$ cat src/rtl/afe_fifo_pkg.sv
package afe_fifo_pkg;

    localparam int ENTRY_W  = 18;
    localparam int SAMPLE_W = 16;
    localparam int SEL_W    = 3;
    localparam int XFER_W   = 10;

    typedef enum logic [SEL_W-1:0] {
        SRC_SINC3 = 3'd0,
        SRC_DFT   = 3'd1,
        SRC_LPF   = 3'd2,
        SRC_MEAN  = 3'd3
    } src_sel_e;

    typedef logic [ENTRY_W-1:0] entry_t;

    typedef struct packed {
        logic   valid;
        entry_t data;
    } wr_req_t;

    function automatic entry_t widen(input logic [SAMPLE_W-1:0] s);
        return {{(ENTRY_W-SAMPLE_W){1'b0}}, s};
    endfunction

endpackage

$ cat src/rtl/afe_src_select.sv
module afe_src_select
    import afe_fifo_pkg::*;
#(
    parameter int DEPTH = 8,
    parameter int CNT_W = $clog2(DEPTH+1)
) (
    input  logic                clk,
    input  logic                rst,
    input  logic                fifo_en,
    input  logic [SEL_W-1:0]    sel,
    input  logic                sinc3_vld,
    input  logic [SAMPLE_W-1:0] sinc3_dat,
    input  logic                dft_vld,
    input  entry_t              dft_re,
    input  entry_t              dft_im,
    input  logic                lpf_vld,
    input  logic [SAMPLE_W-1:0] lpf_dat,
    input  logic                mean_vld,
    input  logic [SAMPLE_W-1:0] mean_dat,
    input  logic [CNT_W-1:0]    fill,
    output wr_req_t             wr,
    output logic                ovf
);

    localparam logic [CNT_W-1:0] FULL_LVL = CNT_W'(DEPTH);
    localparam logic [CNT_W-1:0] PAIR_LVL = CNT_W'(DEPTH-2);

    src_sel_e            sel_e;
    logic                single_vld;
    logic [SAMPLE_W-1:0] single_dat;
    logic                dft_hit;
    logic                take_pair;
    logic                ovf_set;
    logic                pend_q;
    entry_t              imag_q;

    always_comb begin
        sel_e      = src_sel_e'(sel);
        single_vld = 1'b0;
        single_dat = '0;
        case (sel_e)
            SRC_SINC3: begin single_vld = sinc3_vld; single_dat = sinc3_dat; end
            SRC_LPF:   begin single_vld = lpf_vld;   single_dat = lpf_dat;   end
            SRC_MEAN:  begin single_vld = mean_vld;  single_dat = mean_dat;  end
            default:   ;
        endcase
        dft_hit = (sel_e == SRC_DFT) && dft_vld;
    end

    // Write arbitration: pending imaginary part first, then a new pair, then a single word
    always_comb begin
        wr        = '0;
        take_pair = 1'b0;
        ovf_set   = 1'b0;
        if (!fifo_en) begin
            wr = '0;
        end else if (pend_q) begin
            wr.valid = 1'b1;
            wr.data  = imag_q;
            ovf_set  = single_vld | dft_hit;
        end else if (dft_hit) begin
            if (fill <= PAIR_LVL) begin
                wr.valid  = 1'b1;
                wr.data   = dft_re;
                take_pair = 1'b1;
            end else begin
                ovf_set = 1'b1;
            end
        end else if (single_vld) begin
            if (fill < FULL_LVL) begin
                wr.valid = 1'b1;
                wr.data  = widen(single_dat);
            end else begin
                ovf_set = 1'b1;
            end
        end
    end

    always_ff @(posedge clk) begin
        if (rst || !fifo_en) begin
            pend_q <= 1'b0;
            imag_q <= '0;
            ovf    <= 1'b0;
        end else begin
            pend_q <= take_pair;
            if (take_pair) imag_q <= dft_im;
            if (ovf_set)   ovf    <= 1'b1;
        end
    end

    p_imag_follows_r4: assert property (@(posedge clk) disable iff (rst)
        take_pair |=> (!fifo_en || (wr.valid && wr.data == $past(dft_im))));

    p_ovf_sticky_r5: assert property (@(posedge clk) disable iff (rst)
        (ovf && fifo_en) |=> ovf);

    p_pending_clash_r11: assert property (@(posedge clk) disable iff (rst)
        (pend_q && fifo_en && (single_vld || dft_hit)) |=> ovf);

endmodule

$ cat src/rtl/afe_word_fifo.sv
module afe_word_fifo
    import afe_fifo_pkg::*;
#(
    parameter int DEPTH = 8,
    parameter int CNT_W = $clog2(DEPTH+1)
) (
    input  logic             clk,
    input  logic             rst,
    input  logic             flush,
    input  wr_req_t          wr,
    input  logic             rd_en,
    output entry_t           head,
    output logic [CNT_W-1:0] fill
);

    localparam int PTR_W = (DEPTH > 1) ? $clog2(DEPTH) : 1;
    localparam logic [PTR_W-1:0] LAST = PTR_W'(DEPTH-1);

    entry_t           mem [DEPTH];
    logic [PTR_W-1:0] wr_ptr;
    logic [PTR_W-1:0] rd_ptr;

    function automatic logic [PTR_W-1:0] step(input logic [PTR_W-1:0] p);
        return (p == LAST) ? '0 : p + PTR_W'(1);
    endfunction

    always_ff @(posedge clk) begin
        if (wr.valid && !rst && !flush) mem[wr_ptr] <= wr.data;
    end

    always_ff @(posedge clk) begin
        if (rst || flush) begin
            wr_ptr <= '0;
            rd_ptr <= '0;
            fill   <= '0;
        end else begin
            if (wr.valid) wr_ptr <= step(wr_ptr);
            if (rd_en)    rd_ptr <= step(rd_ptr);
            case ({wr.valid, rd_en})
                2'b10:   fill <= fill + CNT_W'(1);
                2'b01:   fill <= fill - CNT_W'(1);
                default: fill <= fill;
            endcase
        end
    end

    assign head = mem[rd_ptr];

    p_no_overflow_r5: assert property (@(posedge clk) disable iff (rst || flush)
        wr.valid |-> (fill < CNT_W'(DEPTH)));

    p_no_underflow_r8: assert property (@(posedge clk) disable iff (rst || flush)
        rd_en |-> (fill != '0));

    p_push_pop_keep_r8: assert property (@(posedge clk) disable iff (rst)
        (wr.valid && rd_en && !flush) |=> (fill == $past(fill)));

endmodule

$ cat src/rtl/afe_xfer_tally.sv
module afe_xfer_tally
    import afe_fifo_pkg::*;
(
    input  logic              clk,
    input  logic              rst,
    input  logic              pop,
    input  logic [XFER_W-1:0] target,
    input  logic              clr,
    output logic              done
);

    logic [XFER_W-1:0] cnt;
    logic [XFER_W-1:0] cnt_n;

    assign cnt_n = cnt + XFER_W'(1);

    always_ff @(posedge clk) begin
        if (rst || clr) begin
            cnt  <= '0;
            done <= 1'b0;
        end else if (pop && !done) begin
            cnt <= cnt_n;
            if (target != '0 && cnt_n == target) done <= 1'b1;
        end
    end

    p_clear_wins_r10: assert property (@(posedge clk) disable iff (rst)
        clr |=> !done);

    p_done_after_pop_r9: assert property (@(posedge clk) disable iff (rst)
        $rose(done) |-> $past(pop));

    p_done_holds_r9: assert property (@(posedge clk) disable iff (rst)
        (done && !clr) |=> done);

endmodule

$ cat src/rtl/afe_result_fifo.sv
module afe_result_fifo
    import afe_fifo_pkg::*;
#(
    parameter int DEPTH = 8
) (
    input  logic                clk,
    input  logic                rst,
    input  logic [SEL_W-1:0]    ctrl_src_sel,
    input  logic                ctrl_fifo_en,
    input  logic                ctrl_req_en,
    input  logic [XFER_W-1:0]   xfer_count,
    input  logic                done_clr,
    input  logic                sinc3_vld,
    input  logic [SAMPLE_W-1:0] sinc3_dat,
    input  logic                dft_vld,
    input  logic [ENTRY_W-1:0]  dft_re,
    input  logic [ENTRY_W-1:0]  dft_im,
    input  logic                lpf_vld,
    input  logic [SAMPLE_W-1:0] lpf_dat,
    input  logic                mean_vld,
    input  logic [SAMPLE_W-1:0] mean_dat,
    input  logic                dma_ack,
    output logic                dma_req,
    output logic [ENTRY_W-1:0]  dma_data,
    output logic                done_irq,
    output logic                ovf_flag
);

    localparam int CNT_W = $clog2(DEPTH+1);

    wr_req_t          wr;
    logic [CNT_W-1:0] fill;
    logic             pop;
    entry_t           head;

    afe_src_select #(.DEPTH(DEPTH), .CNT_W(CNT_W)) sel_i (
        .clk       (clk),
        .rst       (rst),
        .fifo_en   (ctrl_fifo_en),
        .sel       (ctrl_src_sel),
        .sinc3_vld (sinc3_vld),
        .sinc3_dat (sinc3_dat),
        .dft_vld   (dft_vld),
        .dft_re    (dft_re),
        .dft_im    (dft_im),
        .lpf_vld   (lpf_vld),
        .lpf_dat   (lpf_dat),
        .mean_vld  (mean_vld),
        .mean_dat  (mean_dat),
        .fill      (fill),
        .wr        (wr),
        .ovf       (ovf_flag)
    );

    afe_word_fifo #(.DEPTH(DEPTH), .CNT_W(CNT_W)) fifo_i (
        .clk   (clk),
        .rst   (rst),
        .flush (!ctrl_fifo_en),
        .wr    (wr),
        .rd_en (pop),
        .head  (head),
        .fill  (fill)
    );

    afe_xfer_tally tally_i (
        .clk    (clk),
        .rst    (rst),
        .pop    (pop),
        .target (xfer_count),
        .clr    (done_clr),
        .done   (done_irq)
    );

    assign dma_req  = ctrl_fifo_en && ctrl_req_en && (fill != '0);
    assign pop      = dma_req && dma_ack;
    assign dma_data = head;

    p_flush_quiet_r6: assert property (@(posedge clk) disable iff (rst)
        !ctrl_fifo_en |=> (fill == '0));

    p_ack_ignored_r7: assert property (@(posedge clk) disable iff (rst)
        (ctrl_fifo_en && !ctrl_req_en && dma_ack) |=> (!ctrl_fifo_en || fill >= $past(fill)));

endmodule

$ cat config.mk
export PLATFORM = sky130hd
export DESIGN_NAME = afe_result_fifo
export DESIGN_NICKNAME = d
export VERILOG_FILES = /design/src/rtl/afe_fifo_pkg.sv /design/src/rtl/afe_src_select.sv /design/src/rtl/afe_word_fifo.sv /design/src/rtl/afe_xfer_tally.sv /design/src/rtl/afe_result_fifo.sv
export SDC_FILE = /design/constraint.sdc
export NUM_CORES = 1
export LEC_CHECK = 0
export BUFFER_PORTS_ARGS = -buffer_cell sky130_fd_sc_hd__buf_2
export CORE_MARGIN = 2
export CORE_UTILIZATION = 57
export DETAILED_ROUTE_END_ITERATION = 8
export GPL_TIMING_DRIVEN = 0
export PLACE_DENSITY = 0.9
export SYNTH_ARGS = -nofsm -noshare
export SYNTH_HDL_FRONTEND = slang
export SYNTH_SLANG_ARGS = --single-unit
$ cat constraint.sdc
create_clock -name clk -period 3.7 [get_ports clk]
set_input_delay 0.185 -clock clk [delete_from_list [all_inputs] [get_ports clk]]
set_output_delay 0.185 -clock clk [all_outputs]
set_load 0.05 [all_outputs]
==> impl.org <==
** Run status
- The run finished with clean final reports.

** Timing
- Final critical-path share of the clock period :: 0.8409
- Slew @ Worst Pin :: 0.9575 ns
- Unrepaired setup endpoints after global routing :: false
- Final critical delay including setup and external delays :: 3.111 ns
- FMAX :: 321.4 MHz
- Across the routed clock network, the largest skew measured is approximately 0.014 ns.
- Adding up every negative setup slack in the final design gives 0 ns.
- Worst-case hold slack :: 0.02068 ns
- The number of failing hold endpoints at the final stage is 0.
- The max-slew violation count came to 0.
- Worst rel slew slack :: 0.3582
- Setup-failing EPs final :: 0

** Route
- Final antenna-violating net count :: 0
- For this block, the routed nets add up to 22810 um of wire.
- Total via count after detailed routing :: 6141
- First-iteration detailed-routing DRC count :: 787
- Vias per Instance :: 6.266
- Before antenna repair, the detailed router went through 5 iterations.
- Dividing the detail-routed wire length by the instance count gives 23.28 um.
- DRC :: 0

** Critical path
- STA classifies the critical path startpoint as a flop.
- Buf/Inv on CP :: 3
- Worst-path cell with the longest stage delay :: clkbuf_1
- At the worst endpoint, the required time is 3.51 ns.
- Kind of cell adding the most delay to the critical path :: buffers and inverters
- Critical path's largest stage delay :: around 0.7 ns
- Most common cell type on the critical path :: clkbuf_1
- Critical-path cell list :: clkbuf_1 -> clkbuf_1 -> mux4_2 -> mux2_2 -> buf_2
- Arrival time of data at the critical path endpoint :: 2.93 ns
- Nature of the critical path endpoint :: output port
- Worst-path maximum fanout :: 10
- The critical path is of the reg -> out type.

** Global routing
- After global routing the overflow that remains totals 0.
- Global-route usage over all layers :: 0.2911
- Routing usage on met1 :: 0.3608
- In the global route stage, met3 resource usage came out at 0.05188.
- Number of antenna violations at the first check in global routing :: 0
- Met2 Resource Use GR :: 0.5058
- First-pass GRT wire length :: around 35000 um
- Maximum number of pins on one net before global-route repair :: 18
- After global routing, the most crowded layer is met2.
- Via count of the first global-routing pass :: 6223

** Finish
- Number of antenna repair diodes :: 0
- The final layout contains 898 nets.
- Final Instance Count excl. Fillers :: 980
- The layout has 922 filler cells.
- Compared with the post-synthesis result, the final layout area differs by 20.83%.
- Core utilization of the finished layout :: 0.7069
- Leading cell types in the layout, fill and taps excluded :: edfxtp_1, buf_2, nand2_1
- Share of final-layout standard cells stronger than drive strength 1 :: 0.3229
- Leaving out fill and tap cells, the most frequent cell in the layout is edfxtp_1.

** Die
- For this configuration, the core starts out at a cell density of 0.5850.
- 128 I/O pins were placed.
- Die area :: 15970 um2
- Core area :: ~15000 um2
- In this run the horizontal extent of the chip is between 100 and 150 um.
- In this run the vertical extent of the chip is roughly 130 um.
- In this run the core area contains 44 standard-cell rows.

** Pwr
- Worst IR drop on VDD :: 0.0003464 V
- Overall power :: 0.004326 W
- Leakage Power :: 3.800 nW
- Power density cells :: 419.5 nW/um2

** Clocking
- In this run the post-CTS setup repair buffer count came out at 0.
- Worst skew pair latency :: about 0.44 ns
- The tree is rooted in a clkbuf_16.
- TritonCTS built the clock tree.
- Clock-pin slew was measured on the worst setup and hold paths at approximately 0.07 ns.
- Number of sinks on the clock net :: 188
- H-tree level count :: 4
- TritonCTS created 17 clock buffers.
- The clock passes through at most 2 buffers.

** Logic synthesis
- For this run, the number of Yosys warnings is 0.
- In this run the cell area of the synthesized design comes to between 8000 and 9000 um2.
- In the synthesized netlist, the number of instances is between 600 and 700.
- Area share of the largest cell type after synthesis :: 0.5067
- Number of synthesized flops with an enable pin :: 144
- Yosys attributes the largest share of cell area to edfxtp_1, dfxtp_1, mux4_2.
- Synthesized flop and latch total :: 188
- Among all flip-flop cells after synthesis, the most frequent one is edfxtp_1.
- In the synthesized netlist the async set-or-reset flop fraction comes to 0.
- Cell variety after synth :: approximately 50
- Proportion of synthesized chip area in sequential cells :: 0.6099
- Post-synthesis cell type with the largest combined area :: edfxtp_1
- Nets in the synthesized netlist :: 729
- Each instance of the synthesized netlist takes up on average between 10 and 15 um2.

** Placed design
- The count of buffers added on input and output ports is 127.
- Including well taps, the total number of placed cells is 933.
- Routability-driven placement finished with a final weighted congestion of 0.9097.
- Placed wire-length estimate :: 15810 um

** Min path
- Tightest Hold Check Type :: in -> reg

** Job
- Number of maximum-capacitance constraint violations :: 0
[tightest hold or removal path, cell delays in order]
cell     delay (ns)
buf_2          0.10
nand2_1        0.06
a21oi_1        0.06
[per-stage QoR]
stage / worst slack (ns) / cell area [um2]
6_report: 0.5887 / 10310
5_1_grt: 0.5885 / 10310
4_1_cts: 0.6455 / 10310
3_5_place_dp: 0.8176 / 9597
3_3_place_gp: -0.1787 / 9400
2_1_floorplan: 0.8689 / 8534
[synthesized netlist by cell type, types with 2 or more instances]
cell type and instances:
edfxtp_1 144, nand2_1 67, dfxtp_1 44, mux4_2 37
a21oi_1 31, nor2_1 31, and3_1 22, mux2i_1 21
nand2b_1 21, o21ai_0 20, clkbuf_1 19, mux2_2 18
a221o_1 16, buf_2 16, xor2_1 12, xnor2_1 11
ha_1 8, nand3_1 8, nand4_1 7, and2_1 6
or3_1 5, a31oi_1 4, buf_6 4, nor4_1 4
nor3_1 3, and3b_1 2, buf_1 2, buf_4 2
inv_1 2, nand3b_1 2, nand4b_1 2, nor2b_1 2
o211ai_1 2, o21a_1 2
[path summary, 6_finish.rpt]
| kind | start | slack [ns] | depth (start not counted) | endpoint |
|---|---|---|---|---|
| setup / recovery | flop | 0.59 | 5 | dma_data[6] |
| hold / removal | dft_im[0] | 0.02 | 3 | sel_i.imag_q[0] |
| setup reg to reg | fifo_i.fill[3] | 0.76 | 11 | fifo_i.fill[2] |
| hold reg to reg | sel_i.imag_q[12] | 0.46 | 2 | sel_i.imag_q[12] |
[cell families after synthesis]
family / share of synthesized area
AND/OR/NAND/NOR: 0.1144
multiplexers: 0.1460
AO/OA/AOI/OAI: 0.06509
adder cells (fa/ha/maj): 0.01173
flip-flops: 0.6099
XOR/XNOR: 0.02639
buffers and inverters: 0.02654
[layer usage]
layer,wire (um),share of wire
met3,1909,0.084
met4,682,0.030
met5,0,0
met2,11740,0.51
met1,8473,0.37
[flip-flops by register name, indices dropped and copies added (netlist names), named ones only]
name,cells
fifo_i.rd_ptr,3
tally_i.done,1
fifo_i.wr_ptr,3
fifo_i.mem,144
fifo_i.fill,4
tally_i.cnt,10
sel_i.imag_q,18
sel_i.ovf,1
sel_i.pend_q,1
[area by class of cell]
class	instances	area [um2]	share of cell area
plain buffers	43	219.0	0.02123
repair buffers	150	955.9	0.09270
clock inverters	13	132.6	0.01286
well taps	184	230.2	0.02232
multi-input cells	381	3129	0.3034
clock buffers	19	432.9	0.04198
inverters	2	7.507	0.0007280
flip-flops and latches	188	5205	0.5047
[timing repair]
action / in CTS / in global routing
gates resized for setup: 0 / 0
endpoints found under the hold margin: 15 / 0
hold buffers: 15 / 0
[where the power goes]
part | leakage (nW) | switching [W] | internal [W]
Clock | 0.276 | 0.000826 | 0.000947
Combinational | 1.74 | 0.000157 | 0.000122
Sequential | 1.79 | 0.00000620 | 0.00227
Total | 3.80 | 0.000989 | 0.00334
(Power assumes the default switching activity.)
